`src/rtl/bwc_pkg.sv`:
```
package bwc_pkg;

    typedef enum logic [1:0] {
        PH_IDLE  = 2'd0,
        PH_READ  = 2'd1,
        PH_WRITE = 2'd2
    } bus_phase_e;

    typedef struct packed {
        bus_phase_e phase;
        logic       rd_ok;
    } bus_state_t;

    localparam bus_state_t BUS_RESET = '{phase: PH_IDLE, rd_ok: 1'b0};

    function automatic logic lane_write(input logic gw_n, input logic bwe_n,
                                        input logic sel_n);
        return (!gw_n) || (!bwe_n && !sel_n);
    endfunction

    function automatic bus_state_t next_bus(input bus_state_t cur, input logic sel,
                                            input logic new_start, input logic wr_hit);
        bus_state_t nx;
        nx = cur;
        if (!sel) begin
            nx.phase = PH_IDLE;
            nx.rd_ok = 1'b0;
        end else if (wr_hit) begin
            nx.phase = PH_WRITE;
            nx.rd_ok = 1'b0;
        end else if (new_start) begin
            nx.phase = PH_READ;
            nx.rd_ok = (cur.phase != PH_IDLE);
        end else begin
            case (cur.phase)
                PH_READ: nx.rd_ok = 1'b1;
                default: nx.rd_ok = 1'b0;
            endcase
        end
        return nx;
    endfunction

endpackage

```
`src/rtl/bwc_write_decode.sv`:
```
module bwc_write_decode #(
    parameter int NUM_BYTES = 4
) (
    input  logic                 glb_wr_n,
    input  logic                 byte_wr_en_n,
    input  logic [NUM_BYTES-1:0] byte_sel_n,
    input  logic                 write_ok,
    output logic [NUM_BYTES-1:0] wr_mask,
    output logic                 wr_hit
);
    import bwc_pkg::*;

    logic [NUM_BYTES-1:0] lane_req;

    for (genvar g = 0; g < NUM_BYTES; g++) begin : g_lane
        assign lane_req[g] = lane_write(glb_wr_n, byte_wr_en_n, byte_sel_n[g]);
        assign wr_mask[g]  = write_ok & lane_req[g];
    end

    assign wr_hit = |wr_mask;

endmodule

```
`src/rtl/bwc_bus_fsm.sv`:
```
module bwc_bus_fsm (
    input  logic clk,
    input  logic rst,
    input  logic selected,
    input  logic strobe_proc,
    input  logic strobe_ctrl,
    input  logic wr_hit,
    output logic rd_valid
);
    import bwc_pkg::*;

    bus_state_t st_q;
    bus_state_t st_d;
    logic       new_start;

    assign new_start = strobe_proc | strobe_ctrl;

    always_comb begin
        st_d = next_bus(st_q, selected, new_start, wr_hit);
    end

    always_ff @(posedge clk) begin
        if (rst) begin
            st_q <= BUS_RESET;
        end else begin
            st_q <= st_d;
        end
    end

    assign rd_valid = st_q.rd_ok;

endmodule

```
`src/rtl/bwc_ctrl.sv`:
```
module bwc_ctrl #(
    parameter int NUM_BYTES = 4
) (
    input  logic                 clk,
    input  logic                 rst,
    input  logic                 glb_wr_n,
    input  logic                 byte_wr_en_n,
    input  logic [NUM_BYTES-1:0] byte_sel_n,
    input  logic                 out_en_n,
    input  logic                 strobe_proc,
    input  logic                 strobe_ctrl,
    input  logic                 selected,
    output logic [NUM_BYTES-1:0] wr_mask,
    output logic                 drive_en
);

    logic write_ok;
    logic wr_hit;
    logic rd_valid;

    // a processor-strobe start forces a read; it also wins over the controller strobe
    assign write_ok = selected & ~strobe_proc;

    bwc_write_decode #(.NUM_BYTES(NUM_BYTES)) u_dec (
        .glb_wr_n     (glb_wr_n),
        .byte_wr_en_n (byte_wr_en_n),
        .byte_sel_n   (byte_sel_n),
        .write_ok     (write_ok),
        .wr_mask      (wr_mask),
        .wr_hit       (wr_hit)
    );

    bwc_bus_fsm u_fsm (
        .clk         (clk),
        .rst         (rst),
        .selected    (selected),
        .strobe_proc (strobe_proc),
        .strobe_ctrl (strobe_ctrl),
        .wr_hit      (wr_hit),
        .rd_valid    (rd_valid)
    );

    assign drive_en = rd_valid & ~out_en_n;

endmodule

```
`config.mk`:
```
export PLATFORM = sky130hd
export DESIGN_NAME = bwc_ctrl
export DESIGN_NICKNAME = d
export VERILOG_FILES = /design/src/rtl/bwc_pkg.sv /design/src/rtl/bwc_write_decode.sv /design/src/rtl/bwc_bus_fsm.sv /design/src/rtl/bwc_ctrl.sv
export SDC_FILE = /design/constraint.sdc
export NUM_CORES = 1
export LEC_CHECK = 0
export ABC_CLOCK_PERIOD_IN_PS = 1750
export CORE_AREA = 5 5 42 44
export CTS_CLUSTER_DIAMETER = 60
export CTS_CLUSTER_SIZE = 12
export DETAILED_ROUTE_END_ITERATION = 16
export DIE_AREA = 0 0 47 49
export DONT_BUFFER_PORTS = 1
export GPL_ROUTABILITY_DRIVEN = 1
export HOLD_SLACK_MARGIN = 0.08
export PLACE_DENSITY = 0.3
export SYNTH_ARGS = -nofsm -noshare
export SYNTH_HDL_FRONTEND = slang
export SYNTH_SLANG_ARGS = --single-unit
```
`constraint.sdc`:
```
create_clock -name clk -period 1.75 [get_ports clk]
set_input_delay 0 -clock clk [delete_from_list [all_inputs] [get_ports clk]]
set_output_delay 0 -clock clk [all_outputs]
set_load 0.01 [all_outputs]
```
Word-level counts from Yosys, hierarchy flattened. Cells that the tools add are included. W data, S select, Z words.

Divide/modulo/power cells: 0. $mul: 0. Add/sub/neg operators: 0. $lt $le $gt $ge: 0. Bitwise operators: 10. Reduce and logical (&&, ||, !) cells: 19. Shift operators: 0. Equal/unequal tests: 1. Mux-type cells: 4.

Operators by type and width (count): $and A1 B1 Y1 (6); $logic_not A1 Y1 (6); $reduce_or A6 Y1 (1); $logic_and A1 B1 Y1 (4); $logic_or A1 B1 Y1 (4); $reduce_bool A2 Y1 (2); $reduce_or A4 Y1 (1); $mux W3 (1); $not A1 Y1 (3); $eq A2 B1 Y1 const B (1); $mux W1 (2); $mux W2 (1); $reduce_or A2 Y1 (1); $or A1 B1 Y1 (1).

Bits in read-only memories: 0. Latch bits: 0. Input bits: 12. Word-level logic and storage cells: 37. Bits in writable memories: 0. Memories kept: 0. Register bits: 3.

Logic depth before layout (Yosys ltp).
Word-level depth: 6. Mapped depth: 3. Mapped depth without buffers: 3.

Modules after synthesis. Synthesis repeated with hierarchy kept, for this count alone.

Cells, all modules: 23. Area total of the unflattened synthesis: 200.2 sq um.

Modules (own cells, without submodules): bwc_bus_fsm (times used 1, area each 106.4 sq um, sequential area each 60.1 sq um, cells each 11); bwc_write_decode (times used 1, area each 66.3 sq um, sequential area each 0.0 sq um, cells each 10); bwc_ctrl (times used 1, area each 27.5 sq um, sequential area each 0.0 sq um, cells each 2).

Worst setup path after synthesis. OpenSTA, ideal clock, no wires.

Path kind: register -> register. Start point: register, netlist name u_fsm.st_q[2]. End point: register u_fsm.st_q[2] in the netlist's numbering. Setup time: 60 ps. Arrival: 890 ps. Slack: 800 ps. Cell stages (with the launch flop): 4. Cells stage by stage: dfxtp_1 > or2b_1 > a31oi_4 > and3b_1.

RTL lines: to (signal assigned) (RTL line bwc_bus_fsm.sv:26) `st_q <= st_d;`; to (decl) (RTL line bwc_bus_fsm.sv:12) `bus_state_t st_q;`.

==> summary.txt <==
Synthesis
  • Post-synth ARST share: 0%
  • Cell taking the most area after synthesis: dfxtp_1
  • Ys flop type: dfxtp_1
  • Gate count of the mapped netlist: 22
  • Synth warnings: 0
  • Post-synth top area share: 29.3%
  • Yosys reg bits: 3
  • Syn Nets: 34
  • Netlist cell types: 12
  • Avg Cell Area, Syn: 9.33 sq um
  • Sequential area share after synthesis: 29.3%
  • Post-synth top cells: 5 x nor2_1, 5 x o21a_1, 3 x dfxtp_1
  • EDFF count, synth: 0
  • Cell Area, Synth: 205 sq um
  • Top cells by area, synth: dfxtp_1 29%, o21a_1 18%, a31oi_4 10%

STA
  • RSZ-0062 raised after global routing: false
  • Final TNS setup: 0 ns
  • Tmin final: 1.56 ns
  • Slew HR: 84.7%
  • Worst-margin pin slew: 0.229 ns
  • Peak Freq: 643 MHz
  • Final Skew: 0.00353 ns
  • Final Hold Fails: 0
  • Final WS setup: 0.194 ns
  • Slew Viols, Final: 0
  • Setup-failing EPs final: 0
  • Fin crit share: 88.9%

Clock tree
  • CTS tree: done
  • Clk sinks: 3
  • H-tree Lvls: 1
  • Worst-path clk slew: 0.03 ns
  • Post_cts resized: 0
  • Worst skew pair latency: 0.23 ns
  • CTS Buf Count: 3
  • CTS root buf: clkbuf_4
  • CTS Buffer Depth: 2

Finish
  • Final Util: 22.9%
  • Number of diodes: 0
  • Layout cells sized above 1: 18.2%
  • Filler cell count: 164
  • Layout area overhead: 56.7%
  • Layout Nets: 46

Placement
  • PortBufs: 0
  • GPL Wtd Cong: 0.667
  • DP HPWL: 452 microns
  • Place WS: 0.749 ns

Detailed routing
  • Detailed-route via count: 216
  • Vias per cell: 4.41
  • Remaining antenna violation count after routing: 0
  • 1st-pass router iterations: 2
  • DRT iter0 DRCs: 1
  • Final routed DRC violation total: 0
  • WL final: 550 microns
  • Routed wire per std cell: 11.2 microns

Setup path
  • Worst Path Max Fanout: 2
  • Setup crit start kind: flop
  • Arrival time worst endpoint: 1.73 ns
  • Setup CP Type: flop to flop
  • Crit end category: flop
  • Worst R2R Setup Slack: 0.19 ns
  • Req. time, crit path: 1.92 ns

Floorplan
  • Full die area: 2300 sq um
  • Die Wd: 47 microns
  • Die Y-Extent: 49 microns
  • Ports: 17
  • # rows: 14
  • Starting density of the core: 14.6%
  • Core Box Area: 1400 sq um

Power and ir drop
  • Power Density: 712 nW/um^2
  • Leak: 0.121 nW
  • Peak VDD IR: 0.317 mV
  • Total power: 0.229 mW

Outcome
  • Outcome: complete, no violations

Global route
  • All-Layer GR Usage: 5.49%
  • Initial antenna violation count: 0
  • Largest net degree at the start of global routing: 7
  • Total gr overflow: 0
  • Vias in the first global route: 192
  • First-pass GRT wire length: 793 microns

Job
  • Max-Cap Viols: 0

Hold path
  • Hold Path Class: primary input to output pin
[what timing repair did]
item | CTS | global route
buffers inserted | 0 | 0
hold buffers | 7 | 0
endpoints found under the hold margin | 4 | 0
[layout make-up]
type | count | area, sq um | area share (%)
Clock buffer | 4 | 26.3 | 8.17
Multi-Input combinational cell | 19 | 145 | 45.1
Timing Repair Buffer | 7 | 70.1 | 21.8
Tap cell | 16 | 20.0 | 6.23
Sequential cell | 3 | 60.1 | 18.7
[layer usage]
| metal | wire [microns] | share of wire, % | global-route usage [%] |
|---|---|---|---|
| met3 | 138 | 25 | 6.27 |
| met1 | 178 | 32 | 5.03 |
| met2 | 232 | 42 | 6.56 |
| met5 | 0 | 0 | 0 |
| met4 | 0 | 0 | 4.15 |
[through the flow]
step	instances	hold WS, ns	area, sq um
2_1_floorplan	22	0.0464	205
3_3_place_gp	38	0.0543	225
3_5_place_dp	38	0.0532	225
4_1_cts	49	0.151	322
5_1_grt	49	0.161	322
6_report	49	0.149	322
[state kept, by name, summed over array words and instances (netlist names)]
register,count
u_fsm.rd_valid,1
u_fsm.st_q,2
[layout by cell type (no fill, tap or decap), drive strengths merged]
cell and instances:
dfxtp 3, clkbuf 4, o21a 5, a21oi 1
and3b 1, nor2 5, nor2b 1, nor3b 1
nor4b 1, dlygate4sd3 7, or2b 1, a31oi 1
a41o 1, nand2b 1
[logic make-up (layout without fill, tap and decap cells)]
family          Yosys count  after routing  share of synthesized area, %
compound gates            8              8                          36.6
flops                     3              3                          29.3
simple gates             11             11                          34.2
buf+inv                   0             11                             0
[worst paths after layout]
check,start,endpoint,depth (start not counted)
setup / recovery,u_fsm.st_q[2],u_fsm.st_q[2],4
hold / removal,byte_sel_n[3],wr_mask[3],2
setup reg to reg,u_fsm.st_q[2],u_fsm.st_q[2],4
hold reg to reg,u_fsm.st_q[1],u_fsm.rd_valid,3
[critical path: stages (launching register included)]
cell and delay (ns):
dfxtp_1 0.32, or2b_1 0.26, a31oi_4 0.20, dlygate4sd3_1 0.57, and3b_1 0.15
[power breakdown]
group	total [mW]	internal, mW	switching (mW)
Combinational	0.0388	0.0235	0.0153
Sequential	0.0725	0.0714	0.00115
Clock	0.118	0.0852	0.0326
(Power assumes the default switching activity.)
